$ cat src/rtl/seqmx_pkg.sv
package seqmx_pkg;

   localparam int DLY_CODE_W = 3;
   localparam int HOLD_CNT_W = 18;

   // hold time in prescaler ticks for a delay code, scaled down by shift
   function automatic logic [HOLD_CNT_W-1:0] hold_ticks(input logic [DLY_CODE_W-1:0] code,
                                                       input int shift);
      logic [HOLD_CNT_W-1:0] base;
      case (code)
         3'd0:    base = 18'd4;
         3'd1:    base = 18'd250;
         3'd2:    base = 18'd1000;
         3'd3:    base = 18'd4000;
         3'd4:    base = 18'd8000;
         3'd5:    base = 18'd32000;
         3'd6:    base = 18'd64000;
         default: base = 18'd256000;
      endcase
      base = base >> shift;
      if (base == '0) base = 18'd1;
      return base;
   endfunction

endpackage

$ cat src/rtl/seqmx_tick_gen.sv
module seqmx_tick_gen #(
   parameter int TICK_DIV = 625
) (
   input  logic clk,
   input  logic rst,
   output logic tick
);
   localparam int DIV_W = (TICK_DIV > 1) ? $clog2(TICK_DIV) : 1;
   localparam logic [DIV_W-1:0] LAST = DIV_W'(TICK_DIV - 1);

   logic [DIV_W-1:0] div_q;

   always_ff @(posedge clk) begin
      if (rst)               div_q <= '0;
      else if (div_q == LAST) div_q <= '0;
      else                   div_q <= div_q + 1'b1;
   end

   assign tick = (div_q == LAST);

   generate
      if (TICK_DIV > 1) begin : g_gap_chk
         AST_TICK_GAP: assert property (@(posedge clk) disable iff (rst)
            tick |=> !tick);
      end
   endgenerate

endmodule

$ cat src/rtl/seqmx_src_route.sv
module seqmx_src_route #(
   parameter int NUM_DET = 6,
   parameter int NUM_GPI = 4,
   parameter int NUM_WD  = 2,
   parameter int NUM_OUT = 8,
   localparam int NSRC   = 2*NUM_DET + NUM_GPI + NUM_WD + 1 + NUM_OUT
) (
   input  logic [NUM_DET-1:0]      det_pri,
   input  logic [NUM_DET-1:0]      det_sec,
   input  logic [NUM_GPI-1:0]      gpi,
   input  logic [NUM_WD-1:0]       wd_expire,
   input  logic                    mr,
   input  logic [NUM_OUT-1:0]      fb_state,
   input  logic [NUM_OUT*NSRC-1:0] src_mask,
   output logic [NUM_OUT*NSRC-1:0] hits,
   output logic [NUM_OUT-1:0]      cond
);
   logic [NSRC-1:0] src_vec;

   // bit 0 upward: primary flags, secondary flags, gpi, watchdogs, mr, outputs
   assign src_vec = {fb_state, mr, wd_expire, gpi, det_sec, det_pri};

   genvar i;
   generate
      for (i = 0; i < NUM_OUT; i++) begin : g_out
         assign hits[i*NSRC +: NSRC] = src_vec & src_mask[i*NSRC +: NSRC];
         assign cond[i]              = |hits[i*NSRC +: NSRC];
      end
   endgenerate

endmodule

$ cat src/rtl/seqmx_hold_chan.sv
module seqmx_hold_chan
   import seqmx_pkg::*;
#(
   parameter int NSRC        = 27,
   parameter int DELAY_SHIFT = 0
) (
   input  logic                  clk,
   input  logic                  rst,
   input  logic                  tick,
   input  logic                  cond,
   input  logic [NSRC-1:0]       hits,
   input  logic [DLY_CODE_W-1:0] code,
   input  logic                  clr,
   output logic                  active,
   output logic [NSRC-1:0]       fault
);
   logic [HOLD_CNT_W-1:0] cnt_q;
   logic [HOLD_CNT_W-1:0] load_val;
   logic                  active_q;
   logic [NSRC-1:0]       fault_q;

   assign load_val = hold_ticks(code, DELAY_SHIFT);

   always_ff @(posedge clk) begin
      if (rst) begin
         active_q <= 1'b0;
         cnt_q    <= '0;
      end else if (cond) begin
         active_q <= 1'b1;
         cnt_q    <= load_val;
      end else if (active_q && tick) begin
         if (cnt_q <= 1) begin
            active_q <= 1'b0;
            cnt_q    <= '0;
         end else begin
            cnt_q <= cnt_q - 1'b1;
         end
      end
   end

   // clear drops old causes, causes of this cycle are still recorded
   always_ff @(posedge clk) begin
      if (rst) fault_q <= '0;
      else     fault_q <= (clr ? '0 : fault_q) | hits;
   end

   assign active = active_q;
   assign fault  = fault_q;

   AST_ASSERT_NEXT: assert property (@(posedge clk) disable iff (rst)
      cond |=> active);
   AST_NO_EARLY_DROP: assert property (@(posedge clk) disable iff (rst)
      $fell(active) |-> !$past(cond));
   AST_FAULT_STICKY: assert property (@(posedge clk) disable iff (rst)
      !clr |=> ((fault & $past(fault)) == $past(fault)));
   AST_CAUSE_LOGGED: assert property (@(posedge clk) disable iff (rst)
      (|hits) |=> ((fault & $past(hits)) == $past(hits)));

endmodule

$ cat src/rtl/seqmx_out_matrix.sv
module seqmx_out_matrix
   import seqmx_pkg::*;
#(
   parameter int NUM_DET     = 6,
   parameter int NUM_GPI     = 4,
   parameter int NUM_WD      = 2,
   parameter int NUM_OUT     = 8,
   parameter int TICK_DIV    = 625,
   parameter int DELAY_SHIFT = 0,
   localparam int NSRC       = 2*NUM_DET + NUM_GPI + NUM_WD + 1 + NUM_OUT
) (
   input  logic                           clk,
   input  logic                           rst,
   input  logic [NUM_DET-1:0]             det_pri,
   input  logic [NUM_DET-1:0]             det_sec,
   input  logic [NUM_GPI-1:0]             gpi,
   input  logic [NUM_WD-1:0]              wd_expire,
   input  logic                           mr,
   input  logic [NUM_OUT*NSRC-1:0]        src_mask,
   input  logic [NUM_OUT*DLY_CODE_W-1:0]  dly_code,
   input  logic [NUM_OUT-1:0]             active_low,
   input  logic [NUM_OUT-1:0]             fault_clr,
   output logic [NUM_OUT-1:0]             po_active,
   output logic [NUM_OUT-1:0]             po_level,
   output logic [NUM_OUT*NSRC-1:0]        fault_log
);
   generate
      if (NUM_OUT < 1 || NUM_OUT > 16) begin : g_bad_out
         $error("seqmx_out_matrix: NUM_OUT must be 1..16");
      end
      if (NUM_DET < 1 || NUM_GPI < 1 || NUM_WD < 1) begin : g_bad_src
         $error("seqmx_out_matrix: each source group needs at least one member");
      end
      if (TICK_DIV < 1) begin : g_bad_div
         $error("seqmx_out_matrix: TICK_DIV must be at least 1");
      end
      if (DELAY_SHIFT < 0 || DELAY_SHIFT > HOLD_CNT_W) begin : g_bad_shift
         $error("seqmx_out_matrix: DELAY_SHIFT out of range");
      end
   endgenerate

   logic                    tick;
   logic [NUM_OUT*NSRC-1:0] hits;
   logic [NUM_OUT-1:0]      cond;
   logic [NUM_OUT-1:0]      active_vec;

   seqmx_tick_gen #(.TICK_DIV(TICK_DIV)) i_tick (
      .clk  (clk),
      .rst  (rst),
      .tick (tick)
   );

   seqmx_src_route #(
      .NUM_DET (NUM_DET),
      .NUM_GPI (NUM_GPI),
      .NUM_WD  (NUM_WD),
      .NUM_OUT (NUM_OUT)
   ) i_route (
      .det_pri   (det_pri),
      .det_sec   (det_sec),
      .gpi       (gpi),
      .wd_expire (wd_expire),
      .mr        (mr),
      .fb_state  (active_vec),
      .src_mask  (src_mask),
      .hits      (hits),
      .cond      (cond)
   );

   genvar i;
   generate
      for (i = 0; i < NUM_OUT; i++) begin : g_chan
         seqmx_hold_chan #(
            .NSRC        (NSRC),
            .DELAY_SHIFT (DELAY_SHIFT)
         ) i_chan (
            .clk    (clk),
            .rst    (rst),
            .tick   (tick),
            .cond   (cond[i]),
            .hits   (hits[i*NSRC +: NSRC]),
            .code   (dly_code[i*DLY_CODE_W +: DLY_CODE_W]),
            .clr    (fault_clr[i]),
            .active (active_vec[i]),
            .fault  (fault_log[i*NSRC +: NSRC])
         );
      end
   endgenerate

   assign po_active = active_vec;
   assign po_level  = active_vec ^ active_low;

   AST_RESET_QUIET: assert property (@(posedge clk)
      rst |=> (po_active == '0));

endmodule

$ cat config.mk
export PLATFORM = sky130hd
export DESIGN_NAME = seqmx_out_matrix
export DESIGN_NICKNAME = d
export VERILOG_FILES = /design/src/rtl/seqmx_pkg.sv /design/src/rtl/seqmx_tick_gen.sv /design/src/rtl/seqmx_src_route.sv /design/src/rtl/seqmx_hold_chan.sv /design/src/rtl/seqmx_out_matrix.sv
export SDC_FILE = /design/constraint.sdc
export NUM_CORES = 1
export LEC_CHECK = 0
export BUFFER_PORTS_ARGS = -buffer_cell sky130_fd_sc_hd__buf_4
export CORE_MARGIN = 2
export CORE_UTILIZATION = 45
export DETAILED_ROUTE_END_ITERATION = 12
export PLACE_DENSITY = 0.77
export SKIP_LAST_GASP = 1
export SLEW_MARGIN = 10
export SYNTH_ARGS = -nofsm -noshare
export SYNTH_HDL_FRONTEND = slang
export SYNTH_SLANG_ARGS = --single-unit
$ cat constraint.sdc
create_clock -name clk -period 2.41 [get_ports clk]
set_clock_uncertainty 0.2 [all_clocks]
set_input_delay 0.3615 -clock clk [delete_from_list [all_inputs] [get_ports clk]]
set_output_delay 0.3615 -clock clk [all_outputs]
set_load 0.1 [all_outputs]
==> results of run 1 <==
-- registers in the layout, indices dropped and copies added (netlist names) --
name,count
g_chan.i_chan.fault,216
g_chan.i_chan.cnt_q,144
i_tick.div_q,10
g_chan.i_chan.active,8
-- worst paths after layout --
check,slack (ns),to,startpoint
worst min-delay path,0.004,g_chan[1].i_chan.fault[16],src_mask[43]
worst min register to register,0.27,g_chan[1].i_chan.cnt_q[14],g_chan[1].i_chan.cnt_q[14]
worst max register to register,-0.08,g_chan[4].i_chan.cnt_q[2],g_chan[7].i_chan.active
worst max-delay path,-0.09,g_chan[4].i_chan.cnt_q[2],src_mask[124]
-- synth_stat cells, types with 39 or more instances --
cell type  instances
a21oi_1          319
dfxtp_1          378
clkbuf_1         147
nand2b_1         219
a31oi_1           40
nor4_1            39
nor2_1           126
nand3_1           75
nand2_1          327
o21ai_0          110
a211oi_1          51
nand4_1           64
nor3_1           125
-- what timing repair did --
action	4_1_cts	5_1_grt
cloned	0	2
endpoints found under the hold margin	244	0
gates resized for setup	23	161
setup endpoints to repair	84	147
hold buffers	276	0
pin swaps	2	49
buffers inserted	0	21
-- power by group --
part | total (mW) | switching [mW] | internal [mW]
logic | 5.26 | 3.49 | 1.77
clock network | 6.72 | 2.93 | 3.79
registers | 6.86 | 0.280 | 6.58
total | 18.8 | 6.70 | 12.1
-- cell usage in the layout, fill, tap and decap left out, types with 23 or more instances in the layout --
cell type,instances
clkbuf_16,44
buf_4,809
nand3_1,73
inv_1,29
or3_1,28
nand4_1,64
a211oi_1,46
a221oi_1,23
buf_12,24
a21oi_1,314
nand2b_1,218
o21ai_0,107
dfxtp_1,364
nor4_1,26
dlygate4sd3_1,275
nor3_1,115
nand2_1,313
nor2_1,119
a31oi_1,39
-- kinds of logic after synthesis --
kind of cell,synth area share
AO/OA/AOI/OAI,0.2095
flip-flops,0.3975
buffers and inverters,0.04377
XOR/XNOR,0.01702
adder cells (fa/ha/maj),0.01183
AND/OR/NAND/NOR,0.3127
multiplexers,0.007624
-- cell type report --
type | instances | area share
Sequential cell | 378 | 0.2472
Timing Repair Buffer | 1125 | 0.3102
Clock inverter | 17 | 0.005381
Antenna cell | 9 | 0.0007338
Clock buffer | 57 | 0.04003
Inverter | 31 | 0.003791
Multi-Input combinational cell | 1878 | 0.3706
Tap cell | 539 | 0.02197
-- metal layers --
metal	wire, µm	part of all wire	track usage	vias up
met5	19	0.00018	0	-
met4	10110	0.098	0.3512	4
met3	13260	0.13	0.1634	670
met2	44560	0.43	0.6760	2123
met1	35660	0.34	0.5049	11754
li1	-	-	-	10859
-- per-stage QoR --
stage	setup slack, ns	std cells	utilization	power [mW]	hold WS (ns)
after floorplan	0.008597	2462	-	9.728	0.2300
after global routing	-0.1065	4026	0.7328	19.25	0.001677
after CTS	-0.01059	4004	0.7122	18.37	0.0001915
after detailed placement	-0.2010	3654	0.6111	11.45	0.2612
after global placement	-0.1713	3654	0.6111	11.41	0.2525
final	-0.08804	4034	0.7333	18.84	0.003973
-- critical path: stages --
cell,delay [ns]
dlygate4sd3_1,0.55
buf_4,0.15
a22oi_2,0.17
nand4_1,0.14
nor3_2,0.31
buf_4,0.17
or3b_4,0.44
buf_6,0.17
a211oi_2,0.21
nor3_1,0.07
==> summary.txt, run 1 <==
Status
  – Outcome: complete, but fails checks
  – Failing checks: setup timing

GRT
  – Initial antenna violation count: 6
  – Largest net degree at the start of global routing: 105
  – Vias in the first global route: 24598
  – First-pass GRT wire length: 149.3 mm
  – Grt ovf: 0
  – Total Routing Usage GR: 0.4446

STA
  – Final period utilization: 1.037
  – Fmax: 400.3 MHz
  – Setup TNS Final: -0.5108 ns
  – Final hold violations: 0
  – Final Max Slew Viols: 0
  – Max-slew headroom: 0.5536
  – Actual slew at the worst max-slew pin: 0.6645 ns
  – Final worst setup slack: -0.08804 ns
  – Final setup viols: 11
  – Post-layout minimum cycle time: 2.498 ns
  – RSZ-0062 raised after global routing: true

Clock tree
  – TritonCTS clock tree: done
  – Total CTS buffers: 42
  – Clk_lat worst skew: 0.60 ns
  – Htree depth: 2
  – Clock sinks: 378
  – Max clock buf depth: 3
  – Clock transition at path regs: 0.06 ns
  – Root Buffer: clkbuf_16

Placement
  – Dpl hpwl: 68.14 mm
  – GP Congestion: 1.014
  – Area after DPL: 25570 µm²
  – Port Buffers: 508

Setup path
  – CP Data Arrival Time: 2.74 ns
  – Worst setup path category: input port to flop
  – Critical Path RT: 2.65 ns
  – Worst reg2reg path depth: 9
  – Worst-path maximum fanout: 6
  – CP startpoint kind: input port
  – Crit. End Element: flop

Synth
  – Commonest register cell after synthesis: dfxtp_1
  – Synthesized cell area: 19040 µm²
  – Post-synth top area cell: dfxtp_1
  – Top cells by area, synth: dfxtp_1 (40%), a21oi_1 (8.4%), nand2b_1 (7.2%)
  – Async set-or-reset flop fraction in the synthesized netlist: 0
  – Syn avg cell area: 7.732 µm²
  – Unique cell type count in the Yosys netlist: 75
  – Post-Syn Nets: 2757
  – Post-Syn Instances: 2462
  – Number of synthesized flops with an enable pin: 0
  – Ys Warns: 0
  – Seq/Total Area, Yosys: 0.3975
  – Synth Register Bits: 378
  – Top cell type's share of synthesized area: 0.3975

Drt
  – Final ANT Viol Nets: 0
  – DR vias: 25410
  – Final wirelength: 103.6 mm
  – Iter 0 DRT Violations: 3379
  – 1st-pass router iterations: 8
  – DRC errors left: 0
  – Vias per cell: 6.299
  – DR WL/cell: 25.68 µm

Die
  – Die ar.: 43960 µm²
  – Starting Density: 0.4548
  – Die height: 209.7 µm
  – I/O Pins: 509
  – Die Width: 209.7 µm
  – Row count: 75
  – Core area: 41850 µm²

Final layout
  – Seq. cell area: 7587 µm²
  – Multi-input logic area: 11370 µm²
  – Share of cells above drive strength 1: 0.3121
  – Design Area, Final: 30690 µm²
  – Area grow syn2layout: 61.23%
  – NumNets Final: 3751
  – Fillers: 2923

Job
  – Max_cap viols: 0

Power
  – Leakage power: 12.80 nW
  – Peak VDD IR: 0.0005209 V
  – PD cells: 613.8 nW/µm²

Hold path
  – Hold path depth: 4
  – Min-delay worst type: input port to flop
(Power assumes the default switching activity.)
==> run 2, diff against run 1 <==
--- a/config.mk
+++ b/config.mk
@@ -5,6 +5,7 @@
 export SDC_FILE = /design/constraint.sdc
 export NUM_CORES = 1
 export LEC_CHECK = 0
+export ABC_CLOCK_PERIOD_IN_PS = 2410
 export BUFFER_PORTS_ARGS = -buffer_cell sky130_fd_sc_hd__buf_4
 export CORE_MARGIN = 2
 export CORE_UTILIZATION = 45
@@ -15,3 +16,4 @@
 export SYNTH_ARGS = -nofsm -noshare
 export SYNTH_HDL_FRONTEND = slang
 export SYNTH_SLANG_ARGS = --single-unit
+export TNS_END_PERCENT = 10
==> run 2 against run 1 <==
  * The flow still finishes with violations (setup timing)
  * Sequential power about the same
  * Largest power group unchanged
  * Flip-flop and latch count did not move
  * Core utilization fell by 1.7 points
  * Total power decreased by 0.48%
  * Non-clock buffer count is the same
  * Die area did not move
  * Critical endpoint is now g_chan[3].i_chan.cnt_q[16]
  * Register-to-register slack got worse by 0.04 ns
  * Maximum frequency is 1.1% lower
  * Clock power up 1%
  * Sequential share of layout area increased by 0.55 points
==> summary.txt, run 2 (synthesis gave the netlist of run 1 again) <==
Setup path
  – Critical Path RT: 2.70 ns (+0.05 ns)
  – Worst-path maximum fanout: 6 (unchanged)
  – Crit. Startpoint: g_chan[3].i_chan.cnt_q[11]
  – Worst path bufs/invs: 1 (-3)
  – Worst R2R Setup Slack: -0.12 ns (-0.04 ns)
  – CP startpoint kind: flop
  – RR Startpoint: g_chan[3].i_chan.cnt_q[11]
  – Crit. End Element: flop
  – CP max-delay cell: or4_4
  – Max incr delay on CP: 0.56 ns (about the same)
  – RR Endpoint: g_chan[3].i_chan.cnt_q[16]
  – CP delay by family, top: simple AND/OR/NAND/NOR gates
  – CP Data Arrival Time: 2.82 ns (+0.08 ns)
  – Worst setup path category: flop to flop
  – Most used cell, CP: a211oi_1
  – CP Cell Sequence: or4_4 > or2_4 > buf_4 > or3_1 > nor3_1 > a211oi_1 > a211oi_1
  – Worst reg2reg path depth: 7 (-2)

STA
  – Max-slew headroom: 0.6045 (+0.05091)
  – Worst Hold Slack: 0.02116 ns (+0.01719 ns)
  – Final period utilization: 1.048 (+0.01181)
  – Final Max Slew Viols: 0 (unchanged)
  – Final setup viols: 16 (+5)
  – Fmax: 395.8 MHz (-1.1%)
  – Final worst setup slack: -0.1165 ns (-0.02847 ns)
  – Actual slew at the worst max-slew pin: 0.5878 ns (-0.07668 ns)
  – Post-layout minimum cycle time: 2.527 ns (+0.02847 ns)
  – RSZ-0062 raised after global routing: true
  – Setup TNS Final: -0.4758 ns (+0.03491 ns)
  – Final hold violations: 0 (unchanged)

Final layout
  – Final Core Density: 0.7162 (-0.01710)
  – Commonest cells after routing, fill and taps aside: buf_4 (834), dfxtp_1 (372), nand2_1 (325), a21oi_1 (319), dlygate4sd3_1 (274)
  – Multi-input logic area: 10830 µm² (-4.8%)
  – Largest register FFs: 216 (unchanged)
  – Seq. cell area: 7575 µm² (-0.17%)
  – Fillers: 3130 (+7.1%)
  – NumNets Final: 3752 (+0.027%)
  – Most common cell after layout, fill and taps aside: buf_4
  – Share of cells above drive strength 1: 0.2821 (-0.03000)
  – Area grow syn2layout: 57.47%
  – Design Area, Final: 29980 µm² (-2.3%)

Clock tree
  – Clock transition at path regs: 0.06 ns (about the same)
  – Total CTS buffers: 43 (+2.4%)
  – Max clock buf depth: 3 (unchanged)
  – Clock sinks: 378 (unchanged)
  – Root Buffer: clkbuf_16
  – TritonCTS clock tree: done
  – Clk_lat worst skew: 0.58 ns (-0.02 ns)
  – Htree depth: 2 (unchanged)

Placement
  – Area after DPL: 25530 µm² (-0.16%)
  – GP Congestion: 1.036 (+2.2%)
  – Port Buffers: 508 (unchanged)
  – Dpl hpwl: 67.14 mm (-1.5%)

Die
  – Die Width: 209.7 µm (unchanged)
  – Starting Density: 0.4548 (unchanged)
  – Row count: 75 (unchanged)
  – Die ar.: 43960 µm² (unchanged)
  – I/O Pins: 509 (unchanged)
  – Core area: 41850 µm² (unchanged)
  – Die height: 209.7 µm (unchanged)

GRT
  – Total Routing Usage GR: 0.4196 (-0.02501)
  – First-pass GRT wire length: 142.5 mm (-4.6%)
  – Grt ovf: 0 (unchanged)
  – Largest net degree at the start of global routing: 104 (-0.95%)
  – Vias in the first global route: 24193 (-1.6%)
  – Initial antenna violation count: 8 (+2)

Power
  – Total power: 18.75 mW (-0.48%)
  – Leakage power: 12.64 nW (-1.3%)
  – PD cells: 625.4 nW/µm² (+1.9%)
  – Peak VDD IR: 0.0004847 V (-6.9%)

Drt
  – Final wirelength: 96.45 mm (-6.9%)
  – DRC errors left: 0 (unchanged)
  – Vias per cell: 6.101 (-3.1%)
  – DR WL/cell: 23.90 µm (-7.0%)
  – Final ANT Viol Nets: 0 (unchanged)
  – DR vias: 24625 (-3.1%)
  – Iter 0 DRT Violations: 2793 (-17%)
  – 1st-pass router iterations: 8 (unchanged)

Status
  – Failing checks: setup timing
  – Outcome: complete, but fails checks

Job
  – Max_cap viols: 0 (unchanged)

Hold path
  – Worst hold start: src_mask[5]
  – Hold path depth: 4 (unchanged)
  – Min-delay worst type: input port to flop
  – Hold Crit Endpoint: g_chan[0].i_chan.fault[5]
run 2: changes by cell type in the layout (fill, tap and decap cells not counted), sizes merged:
cell,before,now
clkbuf,58,69
clkinv,14,7
buf,848,851
clkinvlp,3,0
dlygate4sd3,275,274
dlymetal6s4s,1,0
run 2: routing by layer:
metal  vias up  GRT usage  wire, µm
met4         0     0.2803      7439
met2      1795     0.6751     43110
met5         -          0         0
met1     11464     0.4883     34680
met3       506     0.1185     11220
li1      10860          -         -
run 2: worst max-delay path by stage:
stage                                             to  slack [ns]  depth (start not counted)
final                     g_chan[3].i_chan.cnt_q[16]       -0.12                          7
after global placement     g_chan[5].i_chan.cnt_q[1]       -0.41                         10
after global routing      g_chan[3].i_chan.cnt_q[16]       -0.18                          7
after floorplan                          po_level[1]       -0.29                          2
after detailed placement   g_chan[5].i_chan.cnt_q[1]       -0.39                          9
after CTS                 g_chan[7].i_chan.cnt_q[17]       -0.08                         11
run 2: report_power, final:
group          internal, mW  switching, mW  total [mW]
Sequential             6.58          0.266        6.84
Clock                  4.02           2.78        6.80
Combinational          1.73           3.37        5.10
Total                  12.3           6.42        18.7
run 2: through the flow:
stage,instances,setup WS (ns)
3_3_place_gp,3672,-0.4108
3_5_place_dp,3672,-0.3949
2_1_floorplan,2462,-0.2852
6_report,4036,-0.1165
5_1_grt,4030,-0.1768
4_1_cts,4022,-0.08086
run 2: what timing repair did:
action / CTS / global route
endpoints found under the setup margin: 68 / 135
setup buffers: 0 / 6
gates resized for setup: 6 / 47
hold buffers: 274 / 0
hold endpoints to repair: 256 / 0
pin swaps: 1 / 16
run 2: worst reg2reg max path, cell delays in order, from the launching register on:
cell and delay [ns]:
dfxtp_1 0.34, or4_4 0.56, or2_4 0.30, buf_4 0.16, or3_1 0.40, nor3_1 0.19, a211oi_1 0.08, a211oi_1 0.22
run 2: cell type report:
cell class	count	share of cell area
inverters	31	0.003882
well taps	539	0.02250
clock buffers	69	0.04491
clock inverters	7	0.002838
diodes	9	0.0007513
multi-input cells	1878	0.3614
flip-flops and latches	378	0.2527
repair buffers	1125	0.3110
